File: config.mk
export PLATFORM = sky130hd
export DESIGN_NAME = gpio_port
export DESIGN_NICKNAME = d
export VERILOG_FILES = /design/src/rtl/gpio_pkg.sv /design/src/rtl/gpio_sync.sv /design/src/rtl/gpio_regs.sv /design/src/rtl/gpio_pin_mux.sv /design/src/rtl/gpio_port.sv
export SDC_FILE = /design/constraint.sdc
export NUM_CORES = 1
export LEC_CHECK = 0
export BUFFER_PORTS_ARGS = -buffer_cell sky130_fd_sc_hd__buf_2
export CORE_MARGIN = 8
export CORE_UTILIZATION = 35
export CTS_BUF_LIST = sky130_fd_sc_hd__clkbuf_16
export CTS_CLUSTER_SIZE = 8
export DETAILED_ROUTE_END_ITERATION = 8
export PLACE_DENSITY_LB_ADDON = 0.2
export SLEW_MARGIN = 20
export SYNTH_ARGS = -nofsm -noshare
export SYNTH_HDL_FRONTEND = slang
export SYNTH_HIERARCHICAL = 1
export SYNTH_SLANG_ARGS = --single-unit
File: constraint.sdc
create_clock -name clk -period 1.9 [get_ports clk]
set_input_delay 0.57 -clock clk [delete_from_list [all_inputs] [get_ports clk]]
set_output_delay 0.57 -clock clk [all_outputs]
set_load 0.01 [all_outputs]
File: src/rtl/gpio_pkg.sv
package gpio_pkg;
  localparam int ADDR_W = 3;

  localparam logic [ADDR_W-1:0] ADDR_SEL  = 3'd0;
  localparam logic [ADDR_W-1:0] ADDR_DIR  = 3'd1;
  localparam logic [ADDR_W-1:0] ADDR_DOUT = 3'd2;
  localparam logic [ADDR_W-1:0] ADDR_DIN  = 3'd3;
  localparam logic [ADDR_W-1:0] ADDR_PU   = 3'd4;
endpackage

File: src/rtl/gpio_sync.sv
module gpio_sync #(
  parameter int WIDTH = 8
) (
  input  logic             clk,
  input  logic             rst,
  input  logic [WIDTH-1:0] async_in,
  output logic [WIDTH-1:0] sync_out
);
  logic [WIDTH-1:0] stage1_q;
  logic [WIDTH-1:0] stage2_q;

  always_ff @(posedge clk) begin
    if (rst) begin
      stage1_q <= '0;
      stage2_q <= '0;
    end else begin
      stage1_q <= async_in;
      stage2_q <= stage1_q;
    end
  end

  assign sync_out = stage2_q;


  sync_two_stage_chk: assert property (@(posedge clk) disable iff (rst)
    !$past(rst) |-> (stage2_q == $past(stage1_q)));
endmodule

File: src/rtl/gpio_regs.sv
module gpio_regs
  import gpio_pkg::*;
#(
  parameter int NPINS = 8
) (
  input  logic              clk,
  input  logic              rst,
  input  logic              wr_en,
  input  logic [ADDR_W-1:0] addr,
  input  logic [NPINS-1:0]  wr_data,
  input  logic [NPINS-1:0]  din_sync,
  output logic [NPINS-1:0]  sel_q,
  output logic [NPINS-1:0]  dir_q,
  output logic [NPINS-1:0]  dout_q,
  output logic [NPINS-1:0]  pu_q,
  output logic [NPINS-1:0]  rd_data
);
  logic [NPINS-1:0] rd_next;

  // Configuration registers cleared by reset
  always_ff @(posedge clk) begin
    if (rst) begin
      sel_q <= '0;
      dir_q <= '0;
      pu_q  <= '0;
    end else if (wr_en) begin
      if (addr == ADDR_SEL) sel_q <= wr_data;
      if (addr == ADDR_DIR) dir_q <= wr_data;
      if (addr == ADDR_PU)  pu_q  <= wr_data;
    end
  end

  // Output data register: reset deliberately leaves it alone
  always_ff @(posedge clk) begin
    if (wr_en && addr == ADDR_DOUT) dout_q <= wr_data;
  end

  always_comb begin
    case (addr)
      ADDR_SEL:  rd_next = sel_q;
      ADDR_DIR:  rd_next = dir_q;
      ADDR_DOUT: rd_next = dout_q;
      ADDR_DIN:  rd_next = din_sync;
      ADDR_PU:   rd_next = pu_q;
      default:   rd_next = '0;
    endcase
  end

  always_ff @(posedge clk) begin
    if (rst) rd_data <= '0;
    else     rd_data <= rd_next;
  end


  reset_clears_chk: assert property (@(posedge clk) disable iff (rst)
    $past(rst) |-> (sel_q == '0 && dir_q == '0 && pu_q == '0));


  din_write_ignored_chk: assert property (@(posedge clk) disable iff (rst)
    (wr_en && addr == ADDR_DIN) |=>
      ($stable(sel_q) && $stable(dir_q) && $stable(pu_q) && $stable(dout_q)));


  unmapped_read_zero_chk: assert property (@(posedge clk) disable iff (rst)
    (addr > ADDR_PU) |=> (rd_data == '0));


  dout_readback_chk: assert property (@(posedge clk) disable iff (rst)
    (!wr_en && addr == ADDR_DOUT) |=> (rd_data == dout_q));
endmodule

File: src/rtl/gpio_pin_mux.sv
module gpio_pin_mux (
  input  logic clk,
  input  logic rst,
  input  logic sel,
  input  logic dir,
  input  logic dout,
  input  logic pu_req,
  input  logic periph_out,
  input  logic periph_oe,
  output logic pad_out,
  output logic pad_oe,
  output logic pad_pu
);
  logic out_next;
  logic oe_next;
  logic pu_next;

  always_comb begin
    if (sel) begin
      out_next = periph_out;
      oe_next  = periph_oe;
      pu_next  = 1'b0;
    end else begin
      out_next = dout;
      oe_next  = dir;
      pu_next  = pu_req & ~dir;
    end
  end

  always_ff @(posedge clk) begin
    if (rst) begin
      pad_out <= 1'b0;
      pad_oe  <= 1'b0;
      pad_pu  <= 1'b0;
    end else begin
      pad_out <= out_next;
      pad_oe  <= oe_next;
      pad_pu  <= pu_next;
    end
  end


  pu_off_in_periph_chk: assert property (@(posedge clk) disable iff (rst)
    sel |=> !pad_pu);


  periph_follow_chk: assert property (@(posedge clk) disable iff (rst)
    sel |=> (pad_oe == $past(periph_oe) && pad_out == $past(periph_out)));
endmodule

File: src/rtl/gpio_port.sv
module gpio_port
  import gpio_pkg::*;
#(
  parameter int NPINS = 8
) (
  input  logic              clk,
  input  logic              rst,
  input  logic              wr_en,
  input  logic [ADDR_W-1:0] addr,
  input  logic [NPINS-1:0]  wr_data,
  output logic [NPINS-1:0]  rd_data,
  input  logic [NPINS-1:0]  periph_out,
  input  logic [NPINS-1:0]  periph_oe,
  input  logic [NPINS-1:0]  pad_in,
  output logic [NPINS-1:0]  pad_out,
  output logic [NPINS-1:0]  pad_oe,
  output logic [NPINS-1:0]  pad_pu
);
  logic [NPINS-1:0] din_sync;
  logic [NPINS-1:0] sel_q;
  logic [NPINS-1:0] dir_q;
  logic [NPINS-1:0] dout_q;
  logic [NPINS-1:0] pu_q;

  gpio_sync #(.WIDTH(NPINS)) u_sync (
    .clk      (clk),
    .rst      (rst),
    .async_in (pad_in),
    .sync_out (din_sync)
  );

  gpio_regs #(.NPINS(NPINS)) u_regs (
    .clk      (clk),
    .rst      (rst),
    .wr_en    (wr_en),
    .addr     (addr),
    .wr_data  (wr_data),
    .din_sync (din_sync),
    .sel_q    (sel_q),
    .dir_q    (dir_q),
    .dout_q   (dout_q),
    .pu_q     (pu_q),
    .rd_data  (rd_data)
  );

  for (genvar p = 0; p < NPINS; p++) begin : g_pin
    gpio_pin_mux u_mux (
      .clk        (clk),
      .rst        (rst),
      .sel        (sel_q[p]),
      .dir        (dir_q[p]),
      .dout       (dout_q[p]),
      .pu_req     (pu_q[p]),
      .periph_out (periph_out[p]),
      .periph_oe  (periph_oe[p]),
      .pad_out    (pad_out[p]),
      .pad_oe     (pad_oe[p]),
      .pad_pu     (pad_pu[p])
    );
  end


  pu_oe_exclusive_chk: assert property (@(posedge clk) disable iff (rst)
    (pad_pu & pad_oe) == '0);


  gpio_oe_follow_chk: assert property (@(posedge clk) disable iff (rst)
    (sel_q == '0) |=> (pad_oe == $past(dir_q)));
endmodule

==> flow_metrics.py <==
metrics = {
    "finish": {
        "drive_gt1_share_pct": 37.5,
        "area_growth_pct": 27.0,
        "diodes": 0,
        "fin_area_sq_mm": 0.00377,
        "final_nets": 390,
    },
    "detailed_routing": {
        "drt_iter0_drc": 78,
        "wl_per_cell_um": 15.4,
        "drtAntennaViolNets": 0,
        "routed_via_density": 4.63,
        "drc_errors": 0,
        "first_pass_iters": 4,
        "finalWirelength_mm": 7.13,
        "num_vias": 2139,
    },
    "global_route": {
        "grt_pass1_wl_mm": 11.6,
        "grt_start_max_net_pins": 25,
        "use_met2_pct": 20.8,
        "antenna_found_initial": 0,
        "top_usage_layer": "met2",
        "grt_pass1_vias": 2210,
        "track_usage_pct": 12.8,
        "grtUsageMet1_pct": 15.7,
        "grt_util_met3_pct": 4.82,
        "overflow": 0,
    },
    "timing": {
        "finalMaxSlewViolations": 0,
        "hold_viol": 0,
        "rsz0062_at_grt": "false",
        "worst_slew_pin_slew_ps": 434,
        "setup_viol": 0,
        "slew_headroom_pct": 71.0,
        "worst_slack_ps": 276,
        "layout_min_cycle_time_ps": 1620,
        "timing.final.crit_share_pct": 85.5,
        "finClkSkew_ps": 3.98,
        "clock.fmax_mhz": 616,
    },
    "worst_setup_path": {
        "worstRegToRegCells": 4,
        "rrSetupSlack_ps": 760,
        "crit_required_ps": 2110,
        "r2r-start": "u_regs/dout_q[4]",
        "cp_max_fo": 15,
        "worstReg2RegEnd": "u_regs/rd_data[4]",
        "crit_path_end_kind": "register",
        "start_kind": "input pin",
        "critPathKind": "input pin to register",
        "critPathArrivalTime_ps": 1830,
    },
    "clock_network": {
        "htree_levels": 3,
        "clkTransAtPathRegs_ps": 50,
        "postCtsSetupRepairBufs": 0,
        "postCtsHoldBufs": 0,
        "cts_buffer_depth": 2,
        "ctsResizeCount": 0,
        "insertion_delay_ps": 320,
        "cts_made_buffers": 9,
        "clock-sinks": 80,
        "clock-root-buffer": "clkbuf_16",
        "cts_tree": "built",
    },
    "yosys": {
        "ys_warn_count": 6,
        "synth_ff_type": "dfxtp_1",
        "synth.most_common_cell": "dfxtp_1",
        "synth_top_area_share_pct": 48.5,
        "ys_ff_latch": 80,
        "ys_types": 29,
        "yosysTopAreaCell": "dfxtp_1",
        "synth_edf_count": 8,
        "postSynthCellCount": 269,
        "synth_area_leaders": "dfxtp_1, mux2i_1, edfxtp_1, nand2_1, nor4b_2",
        "syn-num-nets": 307,
        "synth_area_sq_mm": 0.00297,
        "synth-seq-area-share_pct": 56.6,
        "synth.top_cells.by_count": "dfxtp_1, nand2_1, nor2_1, mux2i_1, a21oi_1",
        "avgSynthCellArea_sq_um": 11.0,
        "async_flop_share_pct": 0,
    },
    "placed_design": {
        "post-place-ws_ps": -33.6,
        "dpl.hpwl_mm": 5.13,
        "dpl_cell_area_sq_mm": 0.00349,
        "port_buffers": 69,
        "globalplace.congestion": 0.787,
    },
    "hold_path": {
        "hold_end": "u_sync/sync_out[4]",
        "hold_path_class": "register to register",
        "hp-start": "u_sync/stage1_q[4]",
        "hold_path_depth": 1,
    },
    "power": {
        "power.total_mw": 3.64,
        "p_leak_nw": 1.51,
        "power_density_mw_per_mm2": 964,
        "irDropWorstVdd_mv": 0.494,
    },
    "run_status": {
        "status": "finished clean",
    },
    "floorplanning": {
        "dieWidth_um": 108,
        "start_util_pct": 36.2,
        "num_rows": 33,
        "coreArea_sq_mm": 0.00822,
        "dieHeight_um": 108,
        "num_io_pins": 70,
        "die-area_sq_mm": 0.0117,
    },
    "flow_run": {
        "maxCapViolations": 0,
    },
}
[stage by stage]
stage | hold slack (ps) | TNS, ps | std cells | util, %
after detailed placement | 421 | -121 | 446 | 42.5
after CTS | 438 | 0 | 462 | 45.9
after global placement | 424 | -126 | 446 | 42.5
after global routing | 453 | 0 | 462 | 45.9
final | 436 | 0 | 462 | 45.9
after floorplan | 415 | 0 | 269 | -
[worst max-delay path, cell delays in order]
cell     delay, ps
buf_2          330
nor3b_2        450
buf_4          230
mux2i_1        190
nor2_1          50
[cell families (layout without fill, tap and decap cells)]
logic type | Yosys count | in the layout | synth area share (%)
flops | 80 | 80 | 56.6
mux | 32 | 32 | 11.1
simple gates | 101 | 101 | 20.1
buf+inv | 15 | 103 | 3.07
compound gates | 41 | 41 | 9.14
[sequential cells by signal, summed over array words and instances, names as in the netlist]
| register | cells |
|---|---|
| u_regs/dir_q | 8 |
| g_pin.u_mux/pad_pu | 8 |
| u_regs/dout_q | 8 |
| u_regs/pu_q | 8 |
| u_regs/rd_data | 8 |
| u_sync/stage1_q | 8 |
| g_pin.u_mux/pad_oe | 8 |
| g_pin.u_mux/pad_out | 8 |
| u_sync/sync_out | 8 |
| u_regs/sel_q | 8 |
[final cells by class]
type	instances	area [sq um]
flip-flops and latches	80	1680
clock buffers	9	225
multi-input cells	174	1200
well taps	105	131
clock inverters	7	55.1
repair buffers	86	473
inverters	1	3.75
fillers	819	4440
[power breakdown]
group | total, mW | leakage (nW) | internal (mW) | switching, mW
clock | 1.61 | 0.147 | 0.993 | 0.617
sequential | 1.78 | 0.660 | 1.75 | 0.0242
combinational | 0.249 | 0.708 | 0.117 | 0.132
total | 3.64 | 1.51 | 2.86 | 0.774
[per-layer routing]
| layer | share of wire, % | up-vias | wire (um) |
|---|---|---|---|
| li1 | - | 1093 | - |
| met1 | 46 | 996 | 3310 |
| met2 | 48 | 46 | 3430 |
| met3 | 4.8 | 4 | 344 |
| met4 | 0.67 | 0 | 48 |
| met5 | 0 | - | 0 |
[worst max-delay path by stage]
| stage | start | endpoint | slack, ps | depth (start not counted) |
|---|---|---|---|---|
| 3_5_place_dp | addr[0] | u_regs/dir_q[7] | -30 | 5 |
| 5_1_grt | addr[0] | u_regs/dir_q[2] | 250 | 5 |
| 2_1_floorplan | addr[1] | u_regs/dout_q[0] | 190 | 3 |
| 4_1_cts | addr[0] | u_regs/dir_q[1] | 310 | 5 |
| 3_3_place_gp | addr[0] | u_regs/dir_q[7] | -30 | 5 |
| 6_report | addr[0] | u_regs/dir_q[1] | 280 | 5 |
[layout by cell type, fill, tap and decap left out]
cell type | Yosys | final
dfxtp_1 | 72 | 72
buf_2 | 7 | 69
nand2_1 | 32 | 32
nor2_1 | 31 | 31
mux2i_1 | 24 | 24
buf_4 | 1 | 17
a21oi_1 | 17 | 17
a22oi_1 | 14 | 14
clkbuf_16 | 0 | 9
nor4b_2 | 8 | 8
mux2_2 | 8 | 8
edfxtp_1 | 8 | 8
o22a_1 | 7 | 7
nor2b_2 | 7 | 7
and2b_2 | 6 | 6
nor2b_1 | 5 | 5
nand2b_1 | 3 | 3
inv_1 | 0 | 2
clkinv_2 | 0 | 2
clkinv_1 | 0 | 2
nor3b_2 | 1 | 2
nor2_4 | 2 | 2
nand3_1 | 2 | 2
bufinv_16 | 0 | 1
and3_1 | 1 | 1
nand3b_1 | 1 | 1
o21ai_0 | 1 | 1
or2_4 | 1 | 1
a21oi_2 | 1 | 1
inv_2 | 1 | 1
a31oi_1 | 1 | 1
(Power assumes the default switching activity.)
